### src/rtl/sbd_pkg.sv
`timescale 1ns/1ps
package sbd_pkg;

  typedef enum logic [1:0] {
    UNIT_ALU = 2'd0,
    UNIT_MUL = 2'd1,
    UNIT_DIV = 2'd2,
    UNIT_RSV = 2'd3
  } unit_e;

  localparam int ALU_LAT = 1;

  // Per-unit latency table for the fixed-latency units.
  function automatic int unit_latency(logic [1:0] u, int mul_lat);
    if (u == UNIT_MUL) return mul_lat;
    return ALU_LAT;
  endfunction

  // Slot index in the reservation line, counted in the shifted frame.
  function automatic int wb_slot(int lat);
    return lat - 1;
  endfunction

endpackage

### src/rtl/sbd_pend.sv
`timescale 1ns/1ps
module sbd_pend #(
  parameter int NREG = 32,
  parameter int RW   = $clog2(NREG)
) (
  input  logic          clk,
  input  logic          rst,
  input  logic          set_en,
  input  logic [RW-1:0] set_reg,
  input  logic          clr_en,
  input  logic [RW-1:0] clr_reg,
  input  logic [RW-1:0] q_a,
  input  logic [RW-1:0] q_b,
  input  logic [RW-1:0] q_d,
  output logic          hit_a,
  output logic          hit_b,
  output logic          hit_d
);

  logic [NREG-1:0] pend;

  always_ff @(posedge clk) begin
    if (rst) begin
      pend <= '0;
    end else begin
      if (clr_en) pend[clr_reg] <= 1'b0;
      if (set_en && set_reg != '0) pend[set_reg] <= 1'b1;
    end
  end

  assign hit_a = (q_a != '0) && pend[q_a];
  assign hit_b = (q_b != '0) && pend[q_b];
  assign hit_d = (q_d != '0) && pend[q_d];


  set_marks_chk: assert property (@(posedge clk) disable iff (rst)
    (set_en && set_reg != '0) |=> pend[$past(set_reg)]);


  waw_chk: assert property (@(posedge clk) disable iff (rst)
    (set_en && set_reg != '0) |-> !pend[set_reg]);

endmodule

### src/rtl/sbd_wb_ring.sv
`timescale 1ns/1ps
module sbd_wb_ring
  import sbd_pkg::*;
#(
  parameter int DEPTH = 3,
  parameter int RW    = 5
) (
  input  logic          clk,
  input  logic          rst,
  input  logic          alu_put,
  input  logic          mul_put,
  input  logic          div_put,
  input  logic [RW-1:0] put_dst,
  input  logic [RW-1:0] div_dst,
  output logic          sh0_v,
  output logic          sh1_v,
  output logic          wb_v,
  output logic [RW-1:0] wb_dst,
  output logic [1:0]    wb_unit
);

  localparam int ALU_SLOT = wb_slot(unit_latency(UNIT_ALU, DEPTH));
  localparam int MUL_SLOT = wb_slot(unit_latency(UNIT_MUL, DEPTH));

  logic [DEPTH-1:0]         slot_v, sh_v, nxt_v;
  logic [DEPTH-1:0][1:0]    slot_u, sh_u, nxt_u;
  logic [DEPTH-1:0][RW-1:0] slot_d, sh_d, nxt_d;

  // View of the line as it will look after one shift.
  for (genvar k = 0; k < DEPTH; k++) begin : g_shift
    if (k < DEPTH - 1) begin : g_mv
      assign sh_v[k] = slot_v[k+1];
      assign sh_u[k] = slot_u[k+1];
      assign sh_d[k] = slot_d[k+1];
    end else begin : g_end
      assign sh_v[k] = 1'b0;
      assign sh_u[k] = '0;
      assign sh_d[k] = '0;
    end
  end

  always_comb begin
    nxt_v = sh_v;
    nxt_u = sh_u;
    nxt_d = sh_d;
    if (alu_put) begin
      if (sh_v[ALU_SLOT]) begin
        nxt_v[ALU_SLOT+1] = 1'b1;
        nxt_u[ALU_SLOT+1] = sh_u[ALU_SLOT];
        nxt_d[ALU_SLOT+1] = sh_d[ALU_SLOT];
      end
      nxt_v[ALU_SLOT] = 1'b1;
      nxt_u[ALU_SLOT] = UNIT_ALU;
      nxt_d[ALU_SLOT] = put_dst;
    end
    if (div_put) begin
      nxt_v[0] = 1'b1;
      nxt_u[0] = UNIT_DIV;
      nxt_d[0] = div_dst;
    end
    if (mul_put) begin
      nxt_v[MUL_SLOT] = 1'b1;
      nxt_u[MUL_SLOT] = UNIT_MUL;
      nxt_d[MUL_SLOT] = put_dst;
    end
  end

  always_ff @(posedge clk) begin
    if (rst) begin
      slot_v <= '0;
      slot_u <= '0;
      slot_d <= '0;
    end else begin
      slot_v <= nxt_v;
      slot_u <= nxt_u;
      slot_d <= nxt_d;
    end
  end

  assign sh0_v   = sh_v[0];
  assign sh1_v   = sh_v[1];
  assign wb_v    = slot_v[0];
  assign wb_dst  = slot_d[0];
  assign wb_unit = slot_u[0];


  mul_pushback_chk: assert property (@(posedge clk) disable iff (rst)
    (alu_put && sh_v[0]) |=> (slot_v[1] && slot_u[1] == UNIT_MUL));


  bump_room_chk: assert property (@(posedge clk) disable iff (rst)
    (alu_put && sh_v[0]) |-> !sh_v[1]);


  port_owner_chk: assert property (@(posedge clk) disable iff (rst)
    !(alu_put && div_put));

endmodule

### src/rtl/sbd_div_track.sv
`timescale 1ns/1ps
module sbd_div_track #(
  parameter int LATW = 6,
  parameter int RW   = 5
) (
  input  logic            clk,
  input  logic            rst,
  input  logic            issue,
  input  logic [LATW-1:0] lat,
  input  logic [RW-1:0]   dst,
  input  logic            sh0_v,
  input  logic            done,
  output logic            busy,
  output logic            want,
  output logic            claim,
  output logic [RW-1:0]   held_dst
);

  logic [LATW-1:0] cnt;

  assign want  = busy && (cnt == LATW'(1));
  assign claim = want && !sh0_v;

  always_ff @(posedge clk) begin
    if (rst) begin
      busy     <= 1'b0;
      cnt      <= '0;
      held_dst <= '0;
    end else if (issue) begin
      busy     <= 1'b1;
      cnt      <= (lat < LATW'(2)) ? LATW'(1) : lat - LATW'(1);
      held_dst <= dst;
    end else begin
      if (done) busy <= 1'b0;
      if (claim) cnt <= '0;
      else if (busy && cnt > LATW'(1)) cnt <= cnt - LATW'(1);
    end
  end


  div_overlap_chk: assert property (@(posedge clk) disable iff (rst)
    issue |-> !busy);


  claim_lands_chk: assert property (@(posedge clk) disable iff (rst)
    claim |=> done);


  done_ends_chk: assert property (@(posedge clk) disable iff (rst)
    done |=> !busy);

endmodule

### src/rtl/sbd_issue_ctrl.sv
`timescale 1ns/1ps
module sbd_issue_ctrl
  import sbd_pkg::*;
#(
  parameter int NREG    = 32,
  parameter int MUL_LAT = 3,
  parameter int LATW    = 6
) (
  input  logic                    clk,
  input  logic                    rst,
  input  logic                    in_valid,
  input  logic [1:0]              in_unit,
  input  logic [$clog2(NREG)-1:0] in_src_a,
  input  logic [$clog2(NREG)-1:0] in_src_b,
  input  logic [$clog2(NREG)-1:0] in_dst,
  input  logic [LATW-1:0]         in_div_lat,
  output logic                    stall_o,
  output logic                    issue_o,
  output logic                    wb_valid_o,
  output logic [$clog2(NREG)-1:0] wb_reg_o,
  output logic [1:0]              wb_unit_o,
  output logic                    div_done_o,
  output logic                    div_busy_o
);

  localparam int RW    = $clog2(NREG);
  localparam int DEPTH = MUL_LAT;

  logic is_mul, is_div, is_alu;
  logic hit_a, hit_b, hit_d;
  logic sh0_v, sh1_v;
  logic div_want, div_claim, div_busy;
  logic [RW-1:0] div_dst;
  logic hazard;

  assign is_mul = (in_unit == UNIT_MUL);
  assign is_div = (in_unit == UNIT_DIV);
  assign is_alu = !is_mul && !is_div;

  assign hazard = hit_a || hit_b || hit_d
                || (is_div && div_busy)
                || (is_alu && (div_want || (sh0_v && sh1_v)));

  assign stall_o = in_valid && hazard;
  assign issue_o = in_valid && !hazard;

  assign div_done_o = wb_valid_o && (wb_unit_o == UNIT_DIV);
  assign div_busy_o = div_busy;

  sbd_pend #(.NREG(NREG), .RW(RW)) u_pend (
    .clk     (clk),
    .rst     (rst),
    .set_en  (issue_o),
    .set_reg (in_dst),
    .clr_en  (wb_valid_o),
    .clr_reg (wb_reg_o),
    .q_a     (in_src_a),
    .q_b     (in_src_b),
    .q_d     (in_dst),
    .hit_a   (hit_a),
    .hit_b   (hit_b),
    .hit_d   (hit_d)
  );

  sbd_wb_ring #(.DEPTH(DEPTH), .RW(RW)) u_ring (
    .clk     (clk),
    .rst     (rst),
    .alu_put (issue_o && is_alu),
    .mul_put (issue_o && is_mul),
    .div_put (div_claim),
    .put_dst (in_dst),
    .div_dst (div_dst),
    .sh0_v   (sh0_v),
    .sh1_v   (sh1_v),
    .wb_v    (wb_valid_o),
    .wb_dst  (wb_reg_o),
    .wb_unit (wb_unit_o)
  );

  sbd_div_track #(.LATW(LATW), .RW(RW)) u_div (
    .clk      (clk),
    .rst      (rst),
    .issue    (issue_o && is_div),
    .lat      (in_div_lat),
    .dst      (in_dst),
    .sh0_v    (sh0_v),
    .done     (div_done_o),
    .busy     (div_busy),
    .want     (div_want),
    .claim    (div_claim),
    .held_dst (div_dst)
  );


  alu_next_cycle_chk: assert property (@(posedge clk) disable iff (rst)
    (issue_o && is_alu) |=> (wb_valid_o && wb_reg_o == $past(in_dst)
                             && wb_unit_o == UNIT_ALU));


  idle_quiet_chk: assert property (@(posedge clk) disable iff (rst)
    !in_valid |-> (!stall_o && !issue_o));

endmodule

### config.mk
export PLATFORM = sky130hd
export DESIGN_NAME = sbd_issue_ctrl
export DESIGN_NICKNAME = d
export VERILOG_FILES = /design/src/rtl/sbd_pkg.sv /design/src/rtl/sbd_pend.sv /design/src/rtl/sbd_wb_ring.sv /design/src/rtl/sbd_div_track.sv /design/src/rtl/sbd_issue_ctrl.sv
export SDC_FILE = /design/constraint.sdc
export NUM_CORES = 1
export LEC_CHECK = 0
export BUFFER_PORTS_ARGS = -buffer_cell sky130_fd_sc_hd__buf_2
export CORE_MARGIN = 10
export CORE_UTILIZATION = 45
export CTS_CLUSTER_DIAMETER = 200
export DETAILED_ROUTE_END_ITERATION = 16
export PLACE_DENSITY = 0.72
export SETUP_SLACK_MARGIN = 0.5
export SLEW_MARGIN = 20
export SYNTH_ARGS = -nofsm -noshare
export SYNTH_HDL_FRONTEND = slang
export SYNTH_SLANG_ARGS = --single-unit
### constraint.sdc
create_clock -name clk -period 2.74 [get_ports clk]
set_clock_uncertainty 0.15 [all_clocks]
set_input_delay 0.137 -clock clk [delete_from_list [all_inputs] [get_ports clk]]
set_output_delay 0.137 -clock clk [all_outputs]
set_load 0.01 [all_outputs]
== Word level (Yosys, flattened, before mapping) ==
Index checks and enable logic that the tools add are counted.

* Register bits: 68
* Input bits: 26
* Word-level logic and storage cells: 96

* Add/subtract/negate cells: 2
* $lt $le $gt $ge: 8
* Equal/unequal tests: 5
* Multiplexer cells: 30
* Bitwise logic cells: 4
* Reductions and logical operators: 35

{| class="wikitable"
|+ Operators with widths
! operator !! count
|-
| 32-bit two-way mux || 3
|-
| 32-bit AND || 1
|-
| 32-bit inverter || 1
|-
| 32-bit bitwise OR || 1
|-
| 5-bit by 6-bit < comparator with 1-bit output (second input constant) || 4
|-
| 6-bit two-way mux || 4
|-
| 1-bit logical AND || 19
|-
| 1-bit binary-select mux with 5-bit select || 3
|-
| 5-bit nonzero test || 3
|-
| 6-bit by 1-bit subtractor with 6-bit output (second input constant) || 2
|-
| 1-bit two-way mux || 11
|-
| 1-bit demux with 5-bit select || 2
|-
| 5-bit by 1-bit >= comparator with 1-bit output (second input constant) || 2
|-
| 10-bit two-way mux || 1
|-
| 5-bit two-way mux || 2
|-
| 6-bit by 1-bit equality test with 1-bit output (second input constant) || 1
|-
| 6-bit by 1-bit > comparator with 1-bit output (second input constant) || 1
|-
| 6-bit by 2-bit < comparator with 1-bit output (second input constant) || 1
|-
| 2-bit two-way mux || 3
|-
| 1-bit logical OR || 5
|-
| 2-bit equality test (second input constant) || 2
|-
| 1-bit zero test || 4
|-
| 4-bit two-way mux || 1
|-
| 3-bit nonzero test || 1
|-
| other kinds (6) || 6
|}

== Logic depth before layout (Yosys ltp) ==
Gate-level depths: netlist of the first run.

* Word-level depth: 12
* Gate-level depth with buffers: 10
* Gate-level depth less buffers: 9

== By module ==
From an unflattened synthesis of the first run, not the netlist that was laid out.

* Cell total of the unflattened synthesis: 421
* Area total of the unflattened synthesis: 3779.9 um^2

{| class="wikitable"
|+ Modules (own cells, without submodules)
! module !! instances !! cells an instance !! area an instance (um^2)
|-
| sbd_pend || 1 || 249 || 2158.3
|-
| sbd_div_track || 1 || 87 || 763.2
|-
| sbd_wb_ring || 1 || 71 || 757.0
|-
| sbd_issue_ctrl || 1 || 14 || 101.3
|}

== Least setup slack after synthesis of the first run ==
Ideal clock, no wire load.

* Path type: input -> register
* Start: input in_src_b[2]
* End: register u_div.held_dst[4]
* Library setup time: 0.128 ns
* Arrival: 2.337 ns
* Required time: 2.462 ns
* Setup slack: 0.125 ns
* Cell stages on the path: 9
* Cell sequence: clkbuf_1 mux4_2 and3_4 o31ai_4 nand4_4 nor4_4 buf_6 mux2i_1 nor2_1

* Cells in the longest elaborated chain, start to end: 10
* Elaborated cells between the ends (all ways): 11

{| class="wikitable"
|+ Ends and longest elaborated chain
! item !! line !! source
|-
| from (decl) || sbd_issue_ctrl.sv:14 || <nowiki>input logic [$clog2(NREG)-1:0] in_src_b,</nowiki>
|-
| 1-bit binary-select mux with 5-bit select || sbd_pend.sv:32 || <nowiki>assign hit_b = (q_b != '0) && pend[q_b];</nowiki>
|-
| 1-bit two-way mux (not written as such) || sbd_pend.sv:32 ||
|-
| 1-bit logical AND (*) || sbd_pend.sv:32 ||
|-
| 1-bit logical OR (*) (2 in series) || sbd_issue_ctrl.sv:40 || <nowiki>assign hazard = hit_a || hit_b || hit_d</nowiki>
|-
| 1-bit logical OR (*) || sbd_issue_ctrl.sv:41 || <nowiki>|| (is_div && div_busy)</nowiki>
|-
| 1-bit logical OR (*) || sbd_issue_ctrl.sv:42 || <nowiki>|| (is_alu && (div_want || (sh0_v && sh1_v)));</nowiki>
|-
| 1-bit zero test (*) || sbd_issue_ctrl.sv:45 || <nowiki>assign issue_o = in_valid && !hazard;</nowiki>
|-
| 1-bit logical AND (*) || sbd_issue_ctrl.sv:45 ||
|-
| 1-bit logical AND (*) || sbd_issue_ctrl.sv:83 || <nowiki>.issue (issue_o && is_div),</nowiki>
|-
| to (signal assigned) || sbd_div_track.sv:32 || <nowiki>held_dst <= dst;</nowiki>
|-
| to (decl) || sbd_div_track.sv:16 || <nowiki>output logic [RW-1:0] held_dst</nowiki>
|}

Every way passes the cells marked *; elsewhere a longest branch is shown, timed or not. The select of a mux whose other input is x is not followed.
A chain may end at the register's enable or synchronous reset.

== Worst setup path after layout of the first run ==
* Start: register u_pend.pend[22]
* End: register u_div.cnt[2]

* Cells in the longest elaborated chain, start to end: 11
* Elaborated cells between the ends (all ways): 18

{| class="wikitable"
|+ Ends and longest elaborated chain
! item !! line !! source
|-
| from (decl) || sbd_pend.sv:20 || <nowiki>logic [NREG-1:0] pend;</nowiki>
|-
| from (signal assigned) || sbd_pend.sv:24 || <nowiki>pend <= '0;</nowiki>
|-
| from (signal, indexed assignment) || sbd_pend.sv:26 || <nowiki>if (clr_en) pend[clr_reg] <= 1'b0;</nowiki>
|-
| from (signal, indexed assignment) || sbd_pend.sv:27 || <nowiki>if (set_en && set_reg != '0) pend[set_reg] <= 1'b1;</nowiki>
|-
| 1-bit binary-select mux with 5-bit select (on tied branches) || sbd_pend.sv:31, sbd_pend.sv:32 ||
|-
| 1-bit two-way mux (on tied branches) || sbd_pend.sv:31, sbd_pend.sv:32 ||
|-
| 1-bit logical AND (on tied branches) || sbd_pend.sv:31, sbd_pend.sv:32 ||
|-
| 1-bit logical OR || sbd_issue_ctrl.sv:40 ||
|-
| 1-bit logical OR (*) || sbd_issue_ctrl.sv:40 ||
|-
| 1-bit logical OR (*) || sbd_issue_ctrl.sv:41 ||
|-
| 1-bit logical OR (*) || sbd_issue_ctrl.sv:42 ||
|-
| 1-bit zero test (*) || sbd_issue_ctrl.sv:45 ||
|-
| 1-bit logical AND (*) || sbd_issue_ctrl.sv:45 ||
|-
| 1-bit logical AND (*) || sbd_issue_ctrl.sv:83 ||
|-
| 3-bit nonzero test (no line) or 6-bit two-way mux (tied branches) || - ||
|-
| to (signal assigned) || sbd_div_track.sv:31 || <nowiki>cnt <= (lat < LATW'(2)) ? LATW'(1) : lat - LATW'(1);</nowiki>
|-
| to (signal assigned) || sbd_div_track.sv:36 || <nowiki>else if (busy && cnt > LATW'(1)) cnt <= cnt - LATW'(1);</nowiki>
|-
| to (decl) || sbd_div_track.sv:19 || <nowiki>logic [LATW-1:0] cnt;</nowiki>
|}

Marks and branches as above.

==> results of run 1 <==
[metal layers]
| layer | part of all wire | vias up | track usage |
|---|---|---|---|
| li1 | - | 1750 | - |
| met1 | 0.42 | 1779 | 0.231 |
| met2 | 0.46 | 177 | 0.276 |
| met3 | 0.097 | 29 | 0.0534 |
| met4 | 0.017 | 0 | 0.0508 |
| met5 | 0 | - | 0 |
[area by class of cell]
cell class	count	area [sq um]	area share
Clock buffer	11	141	0.0289
Clock inverter	5	31.3	0.00639
Inverter	12	45.0	0.00921
Multi-Input combinational cell	334	2640	0.539
Sequential cell	65	1330	0.272
Tap cell	105	131	0.0269
Timing Repair Buffer	76	577	0.118
[tightest hold or removal path, cell delays in order]
cell and delay (ns):
buf_2 0.11, o211ai_1 0.11, mux2i_1 0.12
[Yosys cell counts (5+ instances only)]
cell type	count	area share
nor2_1	42	0.041
and2_1	5	0.0081
inv_1	12	0.012
mux2_2	5	0.015
nor3b_1	5	0.0097
clkbuf_1	14	0.014
nand3b_1	8	0.015
a21oi_1	6	0.0077
ha_1	5	0.016
buf_2	5	0.0065
nor2b_1	9	0.015
mux4_2	5	0.029
nand2_1	36	0.035
nand3_1	24	0.031
o211ai_1	20	0.039
dfxtp_1	65	0.34
mux2i_1	41	0.11
a211oi_1	7	0.014
o21ai_0	39	0.050
o22ai_1	5	0.0081
[how the worst max path moves through the flow]
stage / start / endpoint / slack (ns) / cells past startpoint
3_5_place_dp: in_src_b[0] / u_ring.sh_d[8]$_SDFF_PP0_ / 0.07 / 9
4_1_cts: u_pend.pend[18]$_SDFF_PP0_ / u_ring.wb_dst[2]$_SDFF_PP0_ / 0.20 / 9
2_1_floorplan: u_pend.pend[3]$_SDFF_PP0_ / u_div.held_dst[4]$_SDFFE_PP0N_ / 0.25 / 8
6_report: u_pend.pend[22]$_SDFF_PP0_ / u_div.cnt[2]$_SDFFE_PP0P_ / 0.07 / 10
5_1_grt: u_pend.pend[20]$_SDFF_PP0_ / u_div.cnt[2]$_SDFFE_PP0P_ / 0.02 / 10
3_3_place_gp: in_src_b[0] / u_pend.pend[14]$_SDFF_PP0_ / 0.20 / 10
[sequential cells by signal (all words and copies together) (netlist names)]
| name | count |
|---|---|
| u_pend.pend | 32 |
| u_ring.sh_d | 10 |
| u_div.cnt | 6 |
| u_div.held_dst | 5 |
| u_ring.wb_dst | 5 |
| u_ring.slot_v | 3 |
| u_ring.wb_unit | 2 |
| u_div.busy | 1 |
| u_ring.sh_u | 1 |
[timing repair]
action | CTS | global route
endpoints found under the setup margin | 65 | 65
cloned | 0 | 1
hold endpoints to repair | 2 | 0
buffers inserted | 12 | 2
hold buffers | 2 | 0
pin swaps | 8 | 12
resized for setup | 40 | 44
[metrics by stage]
step,std cells,power [W]
5_1_grt,608,0.00214
4_1_cts,605,0.00204
3_3_place_gp,575,0.00130
3_5_place_dp,575,0.00131
6_report,608,0.00206
2_1_floorplan,434,0.00121
[cell families (layout without fill, tap and decap cells)]
logic type	Yosys count	count (layout)	share of synthesized area
simple gates	171	171	0.252
buf+inv	35	104	0.0423
compound gates	99	99	0.168
mux	55	55	0.177
fa+ha+maj	5	5	0.0161
xor+xnor	4	4	0.00904
flops	65	65	0.336
[power by group through the flow]
stage               clock network (W)  logic (W)  registers [W]
global placement                    0   0.000292        0.00101
finish                       0.000714   0.000360       0.000990
floorplan                           0   0.000200        0.00101
CTS                          0.000724   0.000325       0.000989
detailed placement                  0   0.000297        0.00101
global route                 0.000761   0.000389       0.000992
==> impl_metrics.json, run 1 <==
{
  "ant_nets": 0,
  "ios": 38,
  "critPathTopFamily": "compound AO/OA/AOI/OAI gates",
  "ir_drop_v": 0.000275,
  "cts.path.max_buffers": 2,
  "numPortBuffers": 37,
  "cp.buffers_inverters": 3,
  "seq_power_share": 0.480,
  "r2r_start": "u_pend.pend[22]$_SDFF_PP0_",
  "grt_antenna_before_repair": 0,
  "reg2reg_setup_slack_ns": 0.07,
  "diodes": 0,
  "wire_per_inst_microns": 19.9,
  "die_w_microns": 113,
  "min_period_over_period": 0.975,
  "r2r_cells": 10,
  "ys.flop_type": "dfxtp_1",
  "worstPathCellList": "mux4_2, a22o_1, o31ai_4, nand4_4, buf_12, nor4_4, buf_4, clkbuf_16, nand3_1, o41ai_1",
  "die-area_sq_um": 12700,
  "syn_nets": 465,
  "cts_inserted_buffers": 9,
  "core.rowCount": 33,
  "ys_ff_latch": 65,
  "yosysUniqueCellTypes": 63,
  "preCtsSetupSlack_ns": 0.0721,
  "worst_pin_slew_ns": 0.557,
  "async_reset_ff_frac": 0,
  "core_sq_um": 8300,
  "p_comb_frac": 0.174,
  "grt_pass1_wl_mm": 18.7,
  "worstSkewPairLatency_ns": 0.34,
  "syn-instance-count": 434,
  "p_per_area_nw_per_um2": 422,
  "cp.required_ns": 2.82,
  "period_needed_ns": 2.67,
  "min_to": "u_div.cnt[5]$_SDFFE_PP0P_",
  "clkTransAtPathRegs_ns": 0.08,
  "clock-root-buffer": "clkbuf_8",
  "worstHoldPathType": "input pin to flop",
  "vias": 3735,
  "place_area_sq_um": 4280,
  "cp.arrival_ns": 2.75,
  "gp_congestion": 0.900,
  "yosys_warnings": 0,
  "status": "completed",
  "hold_slack_ns": 0.0192,
  "drive_gt1_frac": 0.340,
  "grt_usage": 0.177,
  "setup-tns-final_ns": 0,
  "final_util": 0.589,
  "grt_pass1_vias": 3623,
  "grt_max_degree": 34,
  "final.setup.worst_slack_ns": 0.0697,
  "netSwitchingFraction": 0.289,
  "first_pass_iters": 4,
  "clock-sinks": 65,
  "internal_power_w": 0.00147,
  "die_h_microns": 113,
  "slew_viol_final": 0,
  "final-setup-viol-count": 0,
  "drtIter0Drc": 358,
  "fillers": 698,
  "yosysSeqAreaShare": 0.336,
  "drc": 0,
  "dp_hpwl_mm": 8.49,
  "hold_depth": 3,
  "vias_per_cell": 6.14,
  "layout_commonest_cell": "dfxtp_1",
  "cp_max_fo": 8,
  "fin_nets": 529,
  "slowest_delay_ns": 0.48,
  "initial_utilization": 0.467,
  "r2r-end": "u_div.cnt[2]$_SDFFE_PP0P_",
  "p_sw_w": 0.000596,
  "final_cell_area_sq_um": 4890,
  "slew_headroom": 0.629,
  "fmax_mhz": 374,
  "endpoint_kind": "flop",
  "path_class": "flop to flop",
  "hp-start": "in_div_lat[0]",
  "syn_to_final_growth_pct": 26.2,
  "start_kind": "flop",
  "h-tree-depth": 3,
  "rsz0062_at_grt": "true",
  "hold_viol_final": 0,
  "wl_mm": 12.1,
  "synth_edf_count": 0,
  "clock_power_share": 0.346,
  "slowest_stage": "mux4_2",
  "syn_area_per_cell_sq_um": 8.93,
  "cts_tree": "done",
  "drv_cap": 0,
  "layout_common_cells": "dfxtp_1 (49), mux2i_1 (40), nor2_1 (39), buf_2 (37), nand2_1 (35)",
  "p_leak_nw": 1.87,
  "overflow": 0,
  "syn_area_sq_um": 3880
}
(Power assumes the default switching activity.)
==> run 2, diff against run 1 <==
--- a/config.mk
+++ b/config.mk
@@ -8,6 +8,7 @@
 export BUFFER_PORTS_ARGS = -buffer_cell sky130_fd_sc_hd__buf_2
 export CORE_MARGIN = 10
 export CORE_UTILIZATION = 45
+export CTS_BUF_LIST = sky130_fd_sc_hd__clkbuf_8
 export CTS_CLUSTER_DIAMETER = 200
 export DETAILED_ROUTE_END_ITERATION = 16
 export PLACE_DENSITY = 0.72
==> impl_metrics.json, run 2 (synthesized netlist as in run 1, its figures left out) <==
{
  "layout_commonest_cell": "dfxtp_1",
  "grt_pass1_vias": 3623,
  "fmax_mhz": 375,
  "slowest_stage": "mux4_2",
  "drive_gt1_frac": 0.340,
  "wl_mm": 12.1,
  "critPathTopFamily": "simple AND/OR/NAND/NOR gates",
  "grt_pass1_wl_mm": 18.7,
  "grt_usage": 0.177,
  "cts_inserted_buffers": 9,
  "dp_hpwl_mm": 8.49,
  "cts_tree": "done",
  "die-area_sq_um": 12700,
  "start_kind": "flop",
  "slew_viol_final": 0,
  "largest_reg_flops": 32,
  "grt_antenna_before_repair": 0,
  "path_class": "flop to flop",
  "layout_common_cells": "dfxtp_1 (49), mux2i_1 (40), nor2_1 (39), buf_2 (37), nand2_1 (35)",
  "slowest_delay_ns": 0.48,
  "clkTransAtPathRegs_ns": 0.08,
  "numPortBuffers": 37,
  "drv_cap": 0,
  "ios": 38,
  "cts.path.max_buffers": 2,
  "worstSkewPairLatency_ns": 0.34,
  "clock-root-buffer": "clkbuf_8",
  "initial_utilization": 0.467,
  "hold_viol_final": 0,
  "first_pass_iters": 5,
  "core_sq_um": 8300,
  "vias_per_cell": 6.15,
  "drtIter0Drc": 358,
  "gp_congestion": 0.900,
  "cp.required_ns": 2.82,
  "status": "completed",
  "overflow": 0,
  "ant_nets": 0,
  "grt_max_degree": 34,
  "largest_register": "u_pend.pend",
  "vias": 3738,
  "worstHoldPathType": "input pin to flop",
  "min_period_over_period": 0.974,
  "diodes": 0,
  "cp_max_fo": 8,
  "core.rowCount": 33,
  "wire_per_inst_microns": 19.9,
  "die_w_microns": 113,
  "drc": 0,
  "p_leak_nw": 1.88,
  "cp.buffers_inverters": 3,
  "p_per_area_nw_per_um2": 421,
  "die_h_microns": 113,
  "final.setup.worst_slack_ns": 0.0713,
  "rsz0062_at_grt": "true",
  "h-tree-depth": 3,
  "setup-tns-final_ns": 0,
  "worst_pin_slew_ns": 0.557,
  "clock-sinks": 65,
  "cp.arrival_ns": 2.75,
  "syn_to_final_growth_pct": 26.2,
  "preCtsSetupSlack_ns": 0.0721,
  "ir_drop_v": 0.000275,
  "period_needed_ns": 2.67,
  "final-setup-viol-count": 0,
  "worstPathCellList": "mux4_2, nor3b_4, o31ai_4, nand4_4, buf_12, nor4_4, buf_4, clkbuf_16, nand3_1, o41ai_1",
  "endpoint_kind": "flop",
  "slew_headroom": 0.629,
  "fin_nets": 529
}
## run 2: per-stage QoR
step	utilization	std cells	hold slack (ns)	total power [W]	instance area, sq um
after floorplan	-	434	0.162	0.00121	3900
after global routing	0.589	608	0.0451	0.00214	4890
after detailed placement	0.515	575	0.305	0.00131	4280
after global placement	0.515	575	0.297	0.00130	4280
after CTS	0.565	605	0.0143	0.00203	4690
final	0.589	608	0.0190	0.00206	4890
## run 2: worst min-delay path, delay by kind of cell
| kind | cells | cell delay [ns] |
|---|---|---|
| buffers and inverters | 1 | 0.11 |
| AOI/OAI and AO/OA | 1 | 0.11 |
| muxes | 1 | 0.12 |
## run 2: cell type report
type                       instances  area [sq um]
fill                             698          3410
multi-input combinational        334          2640
sequential                        65          1330
timing repair buffer              76           577
clock buffer                      10           138
tap                              105           131
inverter                          12          45.0
clock inverter                     6          35.0
## run 2: what timing repair did
item / 4_1_cts / 5_1_grt
hold buffers: 2 / 0
buffers inserted: 12 / 2
cloned: 0 / 1
pin swaps: 8 / 12
endpoints found under the hold margin: 2 / 0
gates resized for setup: 40 / 44
endpoints found under the setup margin: 65 / 65
## run 2: worst paths after layout
| kind | start | end | slack (ns) | cells past startpoint |
|---|---|---|---|---|
| worst max-delay path | u_pend.pend[20]$_SDFF_PP0_ | u_div.cnt[2]$_SDFFE_PP0P_ | 0.07 | 10 |
| worst min-delay path | in_div_lat[0] | u_div.cnt[5]$_SDFFE_PP0P_ | 0.02 | 3 |
| worst max register to register | u_pend.pend[20]$_SDFF_PP0_ | u_div.cnt[2]$_SDFFE_PP0P_ | 0.07 | 10 |
| worst min register to register | u_ring.sh_d[5]$_SDFF_PP0_ | u_ring.sh_d[0]$_SDFFE_PP0P_ | 0.31 | 2 |
## run 2: report_power, final
part | switching (W) | internal [W]
clock network | 0.000365 | 0.000346
logic | 0.000204 | 0.000156
registers | 0.0000269 | 0.000963
total | 0.000596 | 0.00147
## run 2: layer usage
layer,track usage,share of wire,vias to the layer above
li1,-,-,1750
met1,0.231,0.43,1785
met2,0.276,0.46,174
met3,0.0534,0.095,29
met4,0.0508,0.017,0
met5,0,0,-
